<file path="config.mk">
export PLATFORM = sky130hd
export DESIGN_NAME = irq_cascade_top
export DESIGN_NICKNAME = d
export VERILOG_FILES = /design/src/rtl/irq_pkg.sv /design/src/rtl/irq_w1c_bank.sv /design/src/rtl/irq_mask_reg.sv /design/src/rtl/irq_cascade_top.sv
export SDC_FILE = /design/constraint.sdc
export NUM_CORES = 1
export LEC_CHECK = 0
export ABC_AREA = 1
export BUFFER_PORTS_ARGS = -buffer_cell sky130_fd_sc_hd__buf_2
export CAP_MARGIN = 20
export CORE_MARGIN = 3
export CORE_UTILIZATION = 28
export CTS_CLUSTER_DIAMETER = 120
export DETAILED_ROUTE_END_ITERATION = 8
export PLACE_DENSITY = 0.5
export SETUP_SLACK_MARGIN = 0.4
export SLEW_MARGIN = 0
export SYNTH_ARGS = -nofsm -noshare
export SYNTH_HDL_FRONTEND = slang
export SYNTH_HIERARCHICAL = 1
export SYNTH_SLANG_ARGS = --single-unit
</file>
<file path="constraint.sdc">
create_clock -name clk -period 1.1 [get_ports clk]
set_input_delay 0.22 -clock clk [delete_from_list [all_inputs] [get_ports clk]]
set_output_delay 0.22 -clock clk [all_outputs]
set_load 0.05 [all_outputs]
</file>
<file path="src/rtl/irq_pkg.sv">
// Package: shared register selects for the two-tier interrupt aggregator.
// Assumes a four-register map decoded from a 2-bit address.
package irq_pkg;
    localparam int unsigned BYTE_W = 8;
    typedef enum logic [1:0] {
        SEL_EVT        = 2'd0,
        SEL_EVT_MASK   = 2'd1,
        SEL_CAUSE      = 2'd2,
        SEL_CAUSE_MASK = 2'd3
    } reg_sel_e;
endpackage

</file>
<file path="src/rtl/irq_w1c_bank.sv">
// Module: sticky bank of event bits. A set pulse latches a bit. A write
// strobe clears every bit written as 1. A set in the same cycle as a clear
// wins. Assumes set pulses are synchronous to clk.
module irq_w1c_bank #(
    parameter int unsigned W = 8
) (
    input  logic         clk,
    input  logic         rst_n,
    input  logic [W-1:0] set_i,
    input  logic         clr_wr_i,
    input  logic [W-1:0] clr_data_i,
    output logic [W-1:0] q_o
);
    logic [W-1:0] clr_vec;

    // Purpose: select which bits this cycle's write acknowledges.
    always_comb begin
        clr_vec = clr_wr_i ? clr_data_i : '0;
    end

    // Purpose: hold bits, apply the clear, then let new pulses override it.
    always_ff @(posedge clk) begin
        if (!rst_n) begin
            q_o <= '0;
        end else begin
            q_o <= (q_o & ~clr_vec) | set_i;
        end
    end
endmodule

</file>
<file path="src/rtl/irq_mask_reg.sv">
// Module: plain writable mask register, reset to all-masked (zero).
// Assumes the caller has already decoded the write strobe.
module irq_mask_reg #(
    parameter int unsigned W = 8
) (
    input  logic         clk,
    input  logic         rst_n,
    input  logic         wr_i,
    input  logic [W-1:0] data_i,
    output logic [W-1:0] q_o
);
    // Purpose: store the mask on a write, clear it on reset.
    always_ff @(posedge clk) begin
        if (!rst_n) begin
            q_o <= '0;
        end else if (wr_i) begin
            q_o <= data_i;
        end
    end
endmodule

</file>
<file path="src/rtl/irq_cascade_top.sv">
// Module: two-tier interrupt aggregator. The lower tier holds sticky event
// bits gated by an event mask. The upper tier holds a cause byte whose bit 7
// summarises the enabled lower tier and whose next bits hold top-level
// causes. The cause mask gates the upper tier onto irq_o.
// Assumes single-cycle pulses and a byte register port with combinational
// reads.
module irq_cascade_top
    import irq_pkg::*;
#(
    parameter int unsigned EVT_W  = 8,
    parameter int unsigned TOP_N  = 4,
    parameter int unsigned TOP_LO = 3
) (
    input  logic               clk,
    input  logic               rst_n,
    input  logic [EVT_W-1:0]   inner_evt_i,
    input  logic [TOP_N-1:0]   top_evt_i,
    input  logic               reg_wr_i,
    input  logic [1:0]         reg_addr_i,
    input  logic [BYTE_W-1:0]  reg_wdata_i,
    output logic [BYTE_W-1:0]  reg_rdata_o,
    output logic               irq_o
);
    localparam int unsigned CAUSE_HI = TOP_LO + TOP_N;   // summary bit index
    localparam int unsigned CMSK_W   = TOP_N + 1;        // stored mask bits

    logic [EVT_W-1:0]  evt_q;
    logic [EVT_W-1:0]  evt_msk_q;
    logic [TOP_N-1:0]  top_q;
    logic [CMSK_W-1:0] cause_msk_q;
    logic              evt_pend;
    logic [BYTE_W-1:0] cause_byte;
    logic [BYTE_W-1:0] cmsk_byte;
    logic              wr_evt, wr_emsk, wr_cause, wr_cmsk;

    // Purpose: decode the write strobe per register.
    always_comb begin
        wr_evt   = reg_wr_i && (reg_addr_i == SEL_EVT);
        wr_emsk  = reg_wr_i && (reg_addr_i == SEL_EVT_MASK);
        wr_cause = reg_wr_i && (reg_addr_i == SEL_CAUSE);
        wr_cmsk  = reg_wr_i && (reg_addr_i == SEL_CAUSE_MASK);
    end

    irq_w1c_bank #(.W(EVT_W)) u_evt (
        .clk        (clk),
        .rst_n      (rst_n),
        .set_i      (inner_evt_i),
        .clr_wr_i   (wr_evt),
        .clr_data_i (reg_wdata_i[EVT_W-1:0]),
        .q_o        (evt_q)
    );

    irq_mask_reg #(.W(EVT_W)) u_evt_msk (
        .clk    (clk),
        .rst_n  (rst_n),
        .wr_i   (wr_emsk),
        .data_i (reg_wdata_i[EVT_W-1:0]),
        .q_o    (evt_msk_q)
    );

    irq_w1c_bank #(.W(TOP_N)) u_top (
        .clk        (clk),
        .rst_n      (rst_n),
        .set_i      (top_evt_i),
        .clr_wr_i   (wr_cause),
        .clr_data_i (reg_wdata_i[CAUSE_HI-1:TOP_LO]),
        .q_o        (top_q)
    );

    irq_mask_reg #(.W(CMSK_W)) u_cause_msk (
        .clk    (clk),
        .rst_n  (rst_n),
        .wr_i   (wr_cmsk),
        .data_i (reg_wdata_i[CAUSE_HI:TOP_LO]),
        .q_o    (cause_msk_q)
    );

    // Purpose: build the cause byte with a live summary bit.
    always_comb begin
        evt_pend   = |(evt_q & evt_msk_q);
        cause_byte = '0;
        cmsk_byte  = '0;
        cause_byte[CAUSE_HI]          = evt_pend;
        cause_byte[CAUSE_HI-1:TOP_LO] = top_q;
        cmsk_byte[CAUSE_HI:TOP_LO]    = cause_msk_q;
    end

    // Purpose: drive the interrupt line from enabled causes.
    always_comb begin
        irq_o = |(cause_byte & cmsk_byte);
    end

    // Purpose: return the selected register.
    always_comb begin
        unique case (reg_addr_i)
            SEL_EVT:        reg_rdata_o = evt_q;
            SEL_EVT_MASK:   reg_rdata_o = evt_msk_q;
            SEL_CAUSE:      reg_rdata_o = cause_byte;
            default:        reg_rdata_o = cmsk_byte;
        endcase
    end
endmodule

</file>
==> flow_summary.yaml <==
outcome:
  status: "complete, but fails checks"
  violations: "negative setup slack"
power_and_ir_drop:
  powerDensity_nw_per_um2: 952
  swShare_pct: 33.6
  power_switching_w: 0.000815
  cellInternalPower_w: 0.00161
  seqPwrFrac_pct: 42.0
  p_comb_share_pct: 34.3
  vdd_ir_drop_max_mv: 0.455
  leakage_nw: 1.22
  power_frac_clock_pct: 23.7
synthesis:
  synth-seq-area-share_pct: 37.5
  synthFlopType: "dfxtp_1"
  synth_nets: 240
  synthTopCellsByCount: "nand2_1, nor2_1, inv_1, dfxtp_1, a21oi_1"
  synthTopCellsByArea: "dfxtp_1, nand2_1, nor2_1"
  synth.ff_latch_count: 25
  synth-xor-area-share_pct: 0
  syn_avg_cell_area_um2: 6.20
  synth_top_area_share_pct: 37.5
  synthSimpleGateAreaFrac_pct: 38.3
  synth-edff-count: 0
  yosysMostFrequentCell: "nand2_1"
  synth_top_family_by_area: "simple AND/OR/NAND/NOR gates"
  synth_compound_area_share_pct: 8.72
  synth_area_leader_cell: "dfxtp_1"
  synth_adder_area_share_pct: 0
  ys_warn_count: 6
  async_reset_ff_share_pct: 0
  yosysUniqueCellTypes: 19
  synth_cells: 215
  synth.area.mux_share_pct: 0
  syn_area_um2: 1330
cts:
  cts.path.max_buffers: 2
  hold_buffers: 0
  clkTransAtPathRegs_ns: 0.09
  clock-sinks: 25
  cts_tree: "done"
  h-tree-depth: 1
  ctsRootBufferMaster: "clkbuf_8"
  numCtsBuffers: 3
  insertion_delay_ns: 0.27
final_layout:
  diodes: 0
  area_delta_synth_final_pct: 90.9
  nFillCells: 418
  final_area_um2: 2550
  drive_gt1_share_pct: 66.7
  final_nets: 314
floorplanning:
  chipWidth_um: 75.0
  fp.dieH_um: 75.0
  num_rows: 24
  core_area_um2: 4470
  initial_core_util_pct: 29.8
  die_area_um2: 5630
  io-pin-count: 34
timing:
  worst_slew_pin_slew_ns: 0.401
  hold_viol_final: 0
  period_needed_ns: 1.49
  final.period_utilization_pct: 135
  fin_ws_ns: -0.387
  holdWs_ns: 0.164
  slew_violations: 0
  finClkSkew_ns: 0
  relSlewSlack_pct: 73.2
  rsz0062_at_grt: "true"
  max_freq_mhz: 672
  setup_viol: 9
critical_path:
  critPathMaxStageDelay_ns: 0.35
  cp-start-kind: "flop"
  crit_chain: "nand2_1, nand2_1, nor2_1, nand2_2, nand2_2, a21oi_4, buf_6"
  arrival_ns: 1.27
  cp_num_buf_inv: 1
  slowest_stage: "dfxtp_2"
  required_ns: 0.88
  worstPathMaxFanout: 2
  path_delay_family: "simple AND/OR/NAND/NOR gates"
  cp-end-kind: "output pin"
  critPathKind: "flop to output pin"
drt:
  route.detailed.wl_per_inst_um: 12.7
  vias: 1514
  routed_wl_um: 4320
  drt_pass1_iterations: 5
  drc: 0
  routed_via_density: 4.45
  antenna_left: 0
  dr.first_iter.drc_count: 39
placed_design:
  placed_cell_area_um2: 1830
  gp_congestion: 0.719
  dp_hpwl_um: 2920
  port_buffers: 33
flow_run:
  maxCapViolCount: 0
global_route:
  antenna_found_initial: 0
  track_usage_pct: 16.1
  grt_max_degree: 15
  grt_pass1_vias: 1465
  grt_overflow: 0
  grt_first_pass_wirelength_um: 6820
worst_hold_path:
  holdCritPathClass: "input pin to flop"
## routing by layer
metal	GRT usage, %	wire, um	vias to the layer above
li1	-	-	794
met1	21.3	2010	689
met2	27.5	2160	29
met3	1.87	127	2
met4	4.55	21	0
met5	0	0	-
## path summary, 6_finish.rpt
check	startpoint	endpoint	slack, ns	depth (start not counted)
setup reg to reg	u_top/q_o[3]	u_top/q_o[3]	0.25	5
hold / removal	inner_evt_i[5]	u_evt/q_o[5]	0.16	3
setup / recovery	u_evt/q_o[4]	reg_rdata_o[7]	-0.39	7
hold reg to reg	u_cause_msk/q_o[3]	u_cause_msk/q_o[3]	0.49	2
## timing repair
item,CTS,global route
gates cloned,1,0
endpoints found under the setup margin,34,34
setup buffers,7,7
pin swaps,21,22
resized for setup,107,59
## power groups by stage
stage | clock network [W] | registers [W] | logic, W
floorplan | 0 | 0.00102 | 0.000364
global placement | 0 | 0.00102 | 0.000560
detailed placement | 0 | 0.00102 | 0.000560
CTS | 0.000584 | 0.00101 | 0.000739
global route | 0.000626 | 0.00102 | 0.000895
finish | 0.000574 | 0.00102 | 0.000832
## cells by family (layout without fill, tap and decap cells)
family          count (synthesis)  in the layout
compound gates                 22             22
flops                          25             25
simple gates                  128            128
buf+inv                        40            113
## layout by cell type (no fill, tap or decap), drive strengths merged
cell    instances
nand3           6
nor3            2
nand2          83
a31oi           2
clkinv          2
a21oi          15
inv            32
nor2           36
nand4           1
o21ai           4
clkbuf          3
a221oi          1
dfxtp          25
buf            76
## metrics by stage
step / setup WS [ns] / setup TNS [ns] / cells / utilization [%] / power (W)
floorplan: -0.0679 / -0.169 / 215 / - / 0.00138
global route: -0.455 / -2.72 / 340 / 56.9 / 0.00255
detailed placement: -0.351 / -4.70 / 321 / 41.0 / 0.00158
finish: -0.387 / -2.29 / 340 / 56.9 / 0.00242
global placement: -0.331 / -4.52 / 321 / 41.0 / 0.00158
CTS: -0.396 / -2.22 / 333 / 51.6 / 0.00233
## layout make-up
type | count | area (um^2) | share of cell area (%)
Multi-Input combinational cell | 150 | 1070 | 42.0
Tap cell | 52 | 65.1 | 2.56
Clock inverter | 1 | 5.00 | 0.197
Clock buffer | 3 | 41.3 | 1.62
Sequential cell | 25 | 526 | 20.6
Inverter | 33 | 136 | 5.36
Timing Repair Buffer | 76 | 703 | 27.6
## worst min-delay path, cell delays in order
cell and delay (ns):
buf_2 0.10, inv_1 0.04, a21oi_1 0.05
## registers in the layout (all words and copies together) (netlist names)
register and cells:
u_cause_msk/q_o 5, u_evt/q_o 8, u_evt_msk/q_o 8, u_top/q_o 4
Note: power is estimated with default switching activity, not from simulation.
